==> src/rtl/rsqrt_pkg.sv <==
package rsqrt_pkg;

  localparam int DEXP_W   = 11;
  localparam int DFRAC_W  = 52;
  localparam int DW       = 1 + DEXP_W + DFRAC_W;
  localparam int SEXP_W   = 8;
  localparam int SFRAC_W  = 23;
  localparam int SW       = 1 + SEXP_W + SFRAC_W;
  localparam int EST_W    = 8;
  localparam int IDX_W    = EST_W + 1;
  localparam int TBL_N    = 1 << IDX_W;
  localparam int XEXP_W   = DEXP_W + 2;
  localparam int SD_SHIFT = DFRAC_W - SFRAC_W;
  localparam int REBIAS   = 1023 - 127;
  localparam int EXP_K    = 3068;
  localparam int SEARCH_STEPS = 12;
  localparam int TARGET_LOG2  = 28;

  typedef enum logic [2:0] {
    RS_NORM,
    RS_SUB,
    RS_ZERO,
    RS_INF,
    RS_NAN
  } rs_kind_e;

  typedef logic [TBL_N-1:0][EST_W-1:0] rs_table_t;

  // Smallest x with a*x*x >= 2^28 by bisection, entry = x >> 1.
  function automatic logic [EST_W-1:0] est_entry(input int unsigned idx);
    longint unsigned a;
    longint unsigned lo;
    longint unsigned hi;
    longint unsigned mid;
    if (idx < (TBL_N / 4)) return '0;
    if (idx < (TBL_N / 2)) a = 2 * longint'(idx) + 1;
    else                   a = (longint'(idx) | 1) << 1;
    lo = 0;
    hi = 2048;
    for (int i = 0; i < SEARCH_STEPS; i++) begin
      if (lo < hi) begin
        mid = (lo + hi) >> 1;
        if (a * mid * mid >= (longint'(1) << TARGET_LOG2)) hi = mid;
        else                                              lo = mid + 1;
      end
    end
    return EST_W'(lo >> 1);
  endfunction

  function automatic rs_table_t build_table();
    rs_table_t t;
    for (int i = 0; i < TBL_N; i++) t[i] = est_entry(i);
    return t;
  endfunction

endpackage

==> src/rtl/rsqrt_unpack.sv <==
module rsqrt_unpack
  import rsqrt_pkg::*;
(
  input  logic                     single_i,
  input  logic [DW-1:0]            data_i,
  output rs_kind_e                 kind_o,
  output logic                     sign_o,
  output logic signed [XEXP_W-1:0] exp_o,
  output logic [DFRAC_W-1:0]       frac_o
);

  logic [SEXP_W-1:0]  s_exp;
  logic [SFRAC_W-1:0] s_frac;
  logic [DEXP_W-1:0]  d_exp;
  logic [DFRAC_W-1:0] d_frac;
  logic               fmt_sign;

  assign s_exp    = data_i[SW-2 -: SEXP_W];
  assign s_frac   = data_i[SFRAC_W-1:0];
  assign d_exp    = data_i[DW-2 -: DEXP_W];
  assign d_frac   = data_i[DFRAC_W-1:0];
  assign fmt_sign = single_i ? data_i[SW-1] : data_i[DW-1];

  always_comb begin
    kind_o = RS_NORM;
    sign_o = fmt_sign;
    exp_o  = '0;
    frac_o = '0;
    if (single_i) begin
      frac_o = {s_frac, {SD_SHIFT{1'b0}}};
      if (&s_exp) begin
        kind_o = (|s_frac) ? RS_NAN : RS_INF;
        exp_o  = XEXP_W'({DEXP_W{1'b1}});
      end else if (s_exp == '0) begin
        kind_o = (|s_frac) ? RS_SUB : RS_ZERO;
        exp_o  = (|s_frac) ? XEXP_W'(REBIAS) : '0;
      end else begin
        kind_o = RS_NORM;
        exp_o  = XEXP_W'(s_exp) + XEXP_W'(REBIAS);
      end
    end else begin
      frac_o = d_frac;
      if (&d_exp) begin
        kind_o = (|d_frac) ? RS_NAN : RS_INF;
        exp_o  = XEXP_W'(d_exp);
      end else if (d_exp == '0) begin
        kind_o = (|d_frac) ? RS_SUB : RS_ZERO;
        exp_o  = '0;
      end else begin
        kind_o = RS_NORM;
        exp_o  = XEXP_W'(d_exp);
      end
    end
  end

endmodule

==> src/rtl/rsqrt_norm.sv <==
module rsqrt_norm
  import rsqrt_pkg::*;
(
  input  logic                     is_sub_i,
  input  logic signed [XEXP_W-1:0] exp_i,
  input  logic [DFRAC_W-1:0]       frac_i,
  output logic signed [XEXP_W-1:0] exp_o,
  output logic [IDX_W-2:0]         top_o
);

  localparam int LZ_W = $clog2(DFRAC_W);

  logic [LZ_W-1:0] lz;
  logic            seen;

  always_comb begin
    lz   = '0;
    seen = 1'b0;
    for (int i = DFRAC_W - 1; i >= 0; i--) begin
      if (!seen && frac_i[i]) begin
        lz   = LZ_W'(DFRAC_W - 1 - i);
        seen = 1'b1;
      end
    end
  end

  always_comb begin
    if (is_sub_i) begin
      exp_o = exp_i - $signed({{(XEXP_W - LZ_W){1'b0}}, lz});
      top_o = (IDX_W - 1)'((frac_i << (lz + 1'b1)) >> (DFRAC_W - IDX_W + 1));
    end else begin
      exp_o = exp_i;
      top_o = frac_i[DFRAC_W-1 -: IDX_W-1];
    end
  end

endmodule

==> src/rtl/rsqrt_core.sv <==
module rsqrt_core
  import rsqrt_pkg::*;
(
  input  logic signed [XEXP_W-1:0] exp_i,
  input  logic [IDX_W-2:0]         top_i,
  output logic [DEXP_W-1:0]        rexp_o,
  output logic [EST_W-1:0]         est_o
);

  localparam rs_table_t RS_TABLE = build_table();

  logic [IDX_W-1:0]         idx;
  logic signed [XEXP_W-1:0] diff;

  // Odd exponent folds into the lower half of the table, even into the upper.
  assign idx    = exp_i[0] ? {2'b01, top_i[IDX_W-2:1]} : {1'b1, top_i};
  assign diff   = XEXP_W'(EXP_K) - exp_i;
  assign rexp_o = DEXP_W'(diff >>> 1);
  assign est_o  = RS_TABLE[idx];

endmodule

==> src/rtl/rsqrt_pack.sv <==
module rsqrt_pack
  import rsqrt_pkg::*;
(
  input  logic          single_i,
  input  logic [DW-1:0] dres_i,
  output logic [DW-1:0] res_o
);

  logic [DEXP_W-1:0] d_exp;
  logic [SEXP_W-1:0] s_exp;

  assign d_exp = dres_i[DW-2 -: DEXP_W];

  always_comb begin
    if (&d_exp)           s_exp = '1;
    else if (d_exp == '0) s_exp = '0;
    else                  s_exp = SEXP_W'(d_exp - DEXP_W'(REBIAS));
  end

  assign res_o = single_i
               ? {{(DW - SW){1'b0}}, dres_i[DW-1], s_exp, dres_i[DFRAC_W-1 -: SFRAC_W]}
               : dres_i;

endmodule

==> src/rtl/rsqrt_est.sv <==
module rsqrt_est
  import rsqrt_pkg::*;
(
  input  logic          clk,
  input  logic          rst_n,
  input  logic          in_valid,
  output logic          in_ready,
  input  logic          in_single,
  input  logic [63:0]   in_data,
  output logic          out_valid,
  input  logic          out_ready,
  output logic [63:0]   out_data
);

  rs_kind_e                 kind;
  logic                     sign;
  logic signed [XEXP_W-1:0] exp_raw;
  logic signed [XEXP_W-1:0] exp_adj;
  logic [DFRAC_W-1:0]       frac;
  logic [IDX_W-2:0]         top;
  logic [DEXP_W-1:0]        rexp;
  logic [EST_W-1:0]         est;
  logic [DW-1:0]            dres;
  logic [DW-1:0]            res;
  logic                     take;

  rsqrt_unpack u_unpack (
    .single_i (in_single),
    .data_i   (in_data),
    .kind_o   (kind),
    .sign_o   (sign),
    .exp_o    (exp_raw),
    .frac_o   (frac)
  );

  rsqrt_norm u_norm (
    .is_sub_i (kind == RS_SUB),
    .exp_i    (exp_raw),
    .frac_i   (frac),
    .exp_o    (exp_adj),
    .top_o    (top)
  );

  rsqrt_core u_core (
    .exp_i  (exp_adj),
    .top_i  (top),
    .rexp_o (rexp),
    .est_o  (est)
  );

  always_comb begin
    unique case (kind)
      RS_INF:  dres = {sign, {(DW - 1){1'b0}}};
      RS_ZERO: dres = {sign, {DEXP_W{1'b1}}, {DFRAC_W{1'b0}}};
      RS_NAN:  dres = {sign, {DEXP_W{1'b1}}, frac | {1'b1, {(DFRAC_W - 1){1'b0}}}};
      default: dres = {sign, rexp, est, {(DFRAC_W - EST_W){1'b0}}};
    endcase
  end

  rsqrt_pack u_pack (
    .single_i (in_single),
    .dres_i   (dres),
    .res_o    (res)
  );

  assign in_ready = !out_valid || out_ready;
  assign take     = in_valid && in_ready;

  always_ff @(posedge clk) begin
    if (!rst_n) begin
      out_valid <= 1'b0;
      out_data  <= '0;
    end else begin
      if (take) begin
        out_valid <= 1'b1;
        out_data  <= res;
      end else if (out_ready) begin
        out_valid <= 1'b0;
      end
    end
  end

endmodule

==> config.mk <==
export PLATFORM = sky130hd
export DESIGN_NAME = rsqrt_est
export DESIGN_NICKNAME = d
export VERILOG_FILES = /design/src/rtl/rsqrt_pkg.sv /design/src/rtl/rsqrt_unpack.sv /design/src/rtl/rsqrt_norm.sv /design/src/rtl/rsqrt_core.sv /design/src/rtl/rsqrt_pack.sv /design/src/rtl/rsqrt_est.sv
export SDC_FILE = /design/constraint.sdc
export NUM_CORES = 1
export LEC_CHECK = 0
export ABC_AREA = 1
export CORE_MARGIN = 1.5
export CORE_UTILIZATION = 25
export CTS_BUF_LIST = sky130_fd_sc_hd__clkbuf_4
export DETAILED_ROUTE_END_ITERATION = 7
export PLACE_DENSITY = 0.52
export SKIP_LAST_GASP = 1
export SYNTH_ARGS = -nofsm -noshare
export SYNTH_HDL_FRONTEND = slang
export SYNTH_SLANG_ARGS = --single-unit
export TNS_END_PERCENT = 10
==> constraint.sdc <==
create_clock -name clk -period 9.15 [get_ports clk]
set_input_delay 2.2875 -clock clk [delete_from_list [all_inputs] [get_ports clk]]
set_output_delay 2.2875 -clock clk [all_outputs]
set_load 0.005 [all_outputs]
== Word-level counts from Yosys, hierarchy flattened ==
Memories as Yosys holds them, arrays and structs flattened.
Cells that the tools add are included.

* Equality and inequality tests: 4
* Order comparisons: 1
* Add/sub/neg operators: 5
* $mul: 0
* Bitwise operators: 0
* Shift operators: 1
* Multiplexer cells: 129
* Divide/modulo/power cells: 0
* Reductions and logical operators: 114

{| class="wikitable"
|+ Operator list
! cell !! number
|-
| $mux W6 || 50
|-
| $pmux W63 S3 || 1
|-
| $mux W64 || 1
|-
| $mux W1 || 55
|-
| $logic_and A1 B1 Y1 || 52
|-
| $logic_not A1 Y1 || 52
|-
| $mux W52 || 1
|-
| $reduce_or A52 Y1 || 1
|-
| $shl A52 B6 Y52 || 1
|-
| $mux W12 || 3
|-
| $mux W11 || 3
|-
| $mux W8 || 4
|-
| $reduce_or A23 Y1 || 1
|-
| $logic_not A11 Y1 || 2
|-
| $reduce_and A11 Y1 || 2
|-
| $mux W3 || 7
|-
| $sub A12 B12 Y12 const A || 1
|-
| $sub A12 B7 Y12 || 1
|-
| $add A8 B10 Y11 const B || 1
|-
| $lt A9 B10 Y1 const B || 1
|-
| $mux W10 || 1
|-
| $mux W9 || 1
|-
| $logic_not A8 Y1 || 1
|-
| $reduce_and A8 Y1 || 1
|-
| other kinds (8) || 10
|}

* Bits in read-only memories: 4096
* RAM bits: 0
* Input port bits: 69
* Output and inout port bits: 66
* Word-level logic and storage cells: 257
* Bits in registers: 65
* Bits in latches: 0
* Memories: 1

{| class="wikitable"
|+ Memory list
! memory !! depth !! bits a word !! rd ports !! clocked after memory_dff !! write ports !! RTL line !! source
|-
| (name not given) || 512 || 8 || 1 || 0 || 0 || rsqrt_core.sv:19 || <nowiki>assign est_o = RS_TABLE[idx];</nowiki>
|}

== Logic depth before layout (Yosys ltp) ==
* Depth after elaboration: 166
* Mapped depth: 64
* Depth with buffers taken out: 60

== Hierarchy ==
Synthesis repeated with hierarchy kept, for this count alone.

* Cell total of the unflattened synthesis: 2108
* Area, all modules: 10933.0 um2

{| class="wikitable"
|+ Modules (own cells, without submodules)
! module !! area each (um2) !! sequential area each (um2) !! times used !! cells each
|-
| rsqrt_norm || 4015.1 || 0.0 || 1 || 813
|-
| rsqrt_est || 2864.0 || 1301.2 || 1 || 431
|-
| rsqrt_core || 2333.5 || 0.0 || 1 || 469
|-
| rsqrt_unpack || 1003.5 || 0.0 || 1 || 238
|-
| rsqrt_pack || 716.9 || 0.0 || 1 || 157
|}

== Worst setup path after synthesis ==
OpenSTA, ideal clock, no wires.

* Path kind: in2reg
* Start point: input in_single
* End point: register out_data[48]
* Cell stages on the path: 59
* Buffers on the path: 7
* Setup slack: -0.345 ns
* Arrival: 9.424 ns
* Library setup time: 0.071 ns
* Data required time: 9.079 ns
* Cell sequence: inv_2 > buf_6 > nand2_2 > nand2_2 > nand2_4 > nor2_2 > nand4_2 > nor2_4 > nand4_2 > nor2_4 > nand4_2 > nor2_4 > nand4_4 > nor2_4 > nand4_2 > nor2_4 > nand4_4 > nor2_4 > [23 not listed] > nand3_1 > nand3_1 > nand2_2 > nand3_1 > nand2_1 > ha_1 > inv_1 > ha_1 > or2_0 > nand2_1 > nand2_1 > nand3_1 > nand3_1 > nand2_1 > nand2_1 > o21ai_2 > nand2_1 > a21oi_1

* Longest elaborated chain between the ends: 163
* Elaborated cells on any way between the ends: 221
* Classes of those cells: 2 x add/sub; 4 x eq/ne; 1 x shift; 111 x mux; 102 x reduce/logical; 1 x memory

{| class="wikitable"
|+ RTL lines
! item !! RTL line !! source
|-
| from (decl) || rsqrt_est.sv:8 || <nowiki>input logic in_single,</nowiki>
|-
| $mux W52 || rsqrt_unpack.sv:29 || <nowiki>if (single_i) begin</nowiki>
|-
| $mux W1 || rsqrt_norm.sv:20 || <nowiki>if (!seen && frac_i[i]) begin</nowiki>
|-
| $logic_not A1 Y1 || rsqrt_norm.sv:20 ||
|-
| $logic_and A1 B1 Y1 || rsqrt_norm.sv:20 ||
|-
| $mux W1 || rsqrt_norm.sv:20 ||
|-
| $logic_not A1 Y1 || rsqrt_norm.sv:20 ||
|-
| $logic_and A1 B1 Y1 || rsqrt_norm.sv:20 ||
|-
| $mux W1 || rsqrt_norm.sv:20 ||
|-
| [147 not listed] || n/a ||
|-
| $add A6 B1 Y6 || rsqrt_norm.sv:30 || <nowiki>top_o = (IDX_W - 1)'((frac_i << (lz + 1'b1)) >> (DFRAC_W - IDX_W + 1));</nowiki>
|-
| $shl A52 B6 Y52 || rsqrt_norm.sv:30 ||
|-
| $mux W8 || rsqrt_norm.sv:28 || <nowiki>if (is_sub_i) begin</nowiki>
|-
| $mux W9 || rsqrt_core.sv:16 || <nowiki>assign idx = exp_i[0] ? {2'b01, top_i[IDX_W-2:1]} : {1'b1, top_i};</nowiki>
|-
| $mem_v2 Z512 W8 || n/a ||
|-
| $mux W8 (not written as such) || rsqrt_core.sv:19 ||
|-
| $pmux W63 S3 || rsqrt_est.sv:52 || <nowiki>unique case (kind)</nowiki>
|-
| $mux W64 (*) || rsqrt_pack.sv:21 || <nowiki>? {{(DW - SW){1'b0}}, dres_i[DW-1], s_exp, dres_i[DFRAC_W-1 -: SFRAC_W]}</nowiki>
|-
| to (signal assigned) || rsqrt_est.sv:76 || <nowiki>out_data <= res;</nowiki>
|-
| to (decl) || rsqrt_est.sv:12 || <nowiki>output logic [63:0] out_data</nowiki>
|}

Mark *: on every way between the ends. The rest lies on a longest branch, timed or not. The select of a mux whose other input is x is not followed.
A chain may end at the register's enable or synchronous reset.

== Final worst setup path ==
* Start point: input in_data[16]
* End point: register out_data[44]

* Longest elaborated chain between the ends: 146
* Elaborated cells on any way between the ends: 208
* Classes of those cells: 2 x add/sub; 4 x eq/ne; 1 x shift; 107 x mux; 93 x reduce/logical; 1 x memory

{| class="wikitable"
|+ RTL lines
! item !! RTL line !! source
|-
| from (decl) || rsqrt_est.sv:9 || <nowiki>input logic [63:0] in_data,</nowiki>
|-
| $mux W52 || rsqrt_unpack.sv:29 ||
|-
| $logic_and A1 B1 Y1 || rsqrt_norm.sv:20 ||
|-
| $mux W1 || rsqrt_norm.sv:20 ||
|-
| $logic_not A1 Y1 || rsqrt_norm.sv:20 ||
|-
| $logic_and A1 B1 Y1 || rsqrt_norm.sv:20 ||
|-
| $mux W1 || rsqrt_norm.sv:20 ||
|-
| $logic_not A1 Y1 || rsqrt_norm.sv:20 ||
|-
| $logic_and A1 B1 Y1 || rsqrt_norm.sv:20 ||
|-
| [130 not listed] || n/a ||
|-
| $add A6 B1 Y6 || rsqrt_norm.sv:30 ||
|-
| $shl A52 B6 Y52 || rsqrt_norm.sv:30 ||
|-
| $mux W8 || rsqrt_norm.sv:28 ||
|-
| $mux W9 || rsqrt_core.sv:16 ||
|-
| $mem_v2 Z512 W8 || n/a ||
|-
| $mux W8 (not written as such) || rsqrt_core.sv:19 ||
|-
| $pmux W63 S3 (*) || rsqrt_est.sv:52 ||
|-
| $mux W64 (*) || rsqrt_pack.sv:21 ||
|}

Marks and branches as above.

==> results.yml <==
synthesis:
  ys_types: 59
  synthTopCellsByArea: "nand2_1 20%, nand3_1 18%, dfxtp_1 13%"
  yosysTopAreaCell: "nand2_1"
  ys_ff_latch: 65
  syn_avg_cell_area_um2: 5.557
  syn-num-nets: 1959
  syn-cell-area_um2: 10340
  synth_top_area_share_pct: 19.54
  netlist_instances: 1860
  ys_seq_area_share_pct: 12.59
  synth_most_common_cell: "nand2_1"
  synth_edf_count: 0
  synth_top_flop_cell: "dfxtp_1"
  synthArstFlopShare_pct: 0
  synthTopCellsByCount: "538 x nand2_1, 370 x nand3_1, 185 x inv_1"
  ys.warnings.count: 0
run:
  cap_violations: 0
floorplan:
  start_util_pct: 25.31
  die_h_um: 206.3
  die_x_um: 206.3
  dieArea_um2: 42570
  fp-row-count: 74
  ioPinCount: 135
  core-area_um2: 40830
setup_path:
  cp_max_fo: 6
  crit_top_cell: "nor2_4"
  required_ps: 9450
  worstSetupPathType: "primary input to flop"
  max_stage_delay_ps: 400
  cp-end-kind: "flop"
  crit_arrival_ps: 9180
  crit_slowest_cell: "clkdlybuf4s50_1"
  startpoint_type: "primary input"
final_layout:
  seq_area_um2: 1301
  drive_gt1_share_pct: 28.89
  syn_to_final_growth_pct: 55.03
  multiInputGateArea_um2: 8401
  fillers: 4449
  nNetsFinal: 2403
  final_core_util_pct: 39.24
global_route:
  antenna_found_initial: 0
  grt_overflow: 0
  grt_max_degree: 53
  grt_pass1_wl_um: 77960
  first_global_vias: 13878
  track_usage_pct: 23.39
run_status:
  outcome: "completed"
power_and_ir_drop:
  powerDensity_nw_per_um2: 105.4
  p_leak_uw: 0.007687
  irDropWorstVdd_mv: 0.06263
  fin_total_pwr_uw: 1688
sta:
  fin_skew_ps: 13.47
  final_hold_viol_count: 0
  setup_viol: 0
  timing.slew.headroom_pct: 41.70
  fin_crit_ps: 8875
  worstMarginPinSlew_ps: 869.2
  min_period_over_period_pct: 97.00
  max_freq_ghz: 0.1127
  slew_violations: 0
route:
  ant_nets: 0
  drt-pass1-iter-count: 6
  routed_wl_um: 52270
  first_iter_violations: 1369
  wl_per_cell_um: 18.39
  drc: 0
  avgViaCountPerCell: 5.182
  vias: 14726
placement:
  numPortBuffers: 134
  detailed_place_hpwl_um: 41760
  place.gp.congestion: 0.9842
clocking:
  clockBufferDepth: 2
  path_clk_slew_ps: 120
  cts-root-buf: "clkbuf_4"
  insertion_delay_ps: 430
  h-tree-depth: 3
  cts_tree: "done"
  numCtsBuffers: 9
  numClockSinks: 65
hold_path:
  hold_class: "flop to flop"
metrics by stage:
stage,hold slack (ps),cells,setup slack [ps],setup TNS (ps),instance area (um2)
floorplan,461.8,1860,2.796,0,10350
global placement,453.0,2797,-414.1,-3373,14540
detailed placement,455.6,2797,-553.6,-6112,14540
CTS,472.2,2815,11.87,0,14740
global route,489.2,2841,-120.7,-816.2,16020
finish,469.4,2842,274.8,0,16020
layer usage:
layer / global-route usage (%) / routed length [um] / vias up / part of all wire, %
li1: - / - / 7085 / -
met5: 0 / 0 / - / 0
met1: 31.83 / 22720 / 6956 / 43
met4: 6.263 / 1533 / 0 / 2.9
met3: 2.870 / 3494 / 99 / 6.7
met2: 38.66 / 24520 / 586 / 47
layout make-up:
type | instances | area share (%)
Multi-Input combinational cell | 1497 | 52.42
Timing Repair Buffer | 528 | 29.44
Sequential cell | 65 | 8.121
Inverter | 203 | 4.982
Tap cell | 532 | 4.154
Clock inverter | 7 | 0.4451
Clock buffer | 9 | 0.4216
Antenna cell | 1 | 0.01562
critical path: cells and delay by family:
family / cells / cell delay, ps
and+or+nand+nor: 43 / 4740
adders and majority gates: 2 / 320
AOI/OAI and AO/OA: 3 / 300
xor gates and xnor gates: 1 / 200
buffers and inverters: 9 / 1300
power by group:
| group | total, uW | internal, uW | switching [uW] |
|---|---|---|---|
| logic | 1180 | 503 | 675 |
| clock network | 203 | 82.5 | 120 |
| registers | 307 | 297 | 10.3 |
worst paths after layout:
check / start / to / slack, ps / cells past startpoint
worst min-delay path: out_data[63] / out_data[63] / 470 / 2
worst max-delay path: in_data[16] / out_data[44] / 270 / 58
worst min register to register: out_data[63] / out_data[63] / 470 / 2
worst max register to register: out_valid / out_data[17] / 6820 / 7
cells in the final DEF (no fill, tap or decap), types with 8 or more instances in the layout:
cell type and count:
nand2_1 493, inv_1 175, dfxtp_1 65, buf_4 359, a21oi_2 11, nor2_1 154
nand2_4 21, nand3_1 304, o21ai_0 56, nor4_1 16, o211ai_1 14, nand4_1 28
nand3_4 8, clkbuf_4 9, a21oi_1 86, nor3_1 12, dlymetal6s2s_1 12, a22oi_1 12
nand4_4 11, nor2_4 14, clkdlybuf4s50_1 121, inv_2 16, a31oi_1 12, nor2_2 12
o41ai_1 9, o21ai_1 15, nand2_2 56, ha_1 20, buf_12 19, nand3_2 66
buf_6 10
sequential cells by signal, indices dropped and copies added, names as in the netlist:
name,count
out_valid,1
out_data,64
timing repair:
item                                   in CTS  in global routing
resized for setup                           9                244
cloned                                      1                  6
setup endpoints to repair                   3                 24
pin swaps                                   1                 77
endpoints found under the hold margin       0                  0
hold buffers                                0                  0
buffers inserted                            1                 20
cell families after synthesis:
kind of cell    Yosys count  synth area share [%]
fa+ha+maj                30                 3.704
buf+inv                 298                 14.33
simple gates           1217                 54.86
xor+xnor                  7                0.5932
compound gates          243                 13.92
flops                    65                 12.59
(Power assumes the default switching activity.)
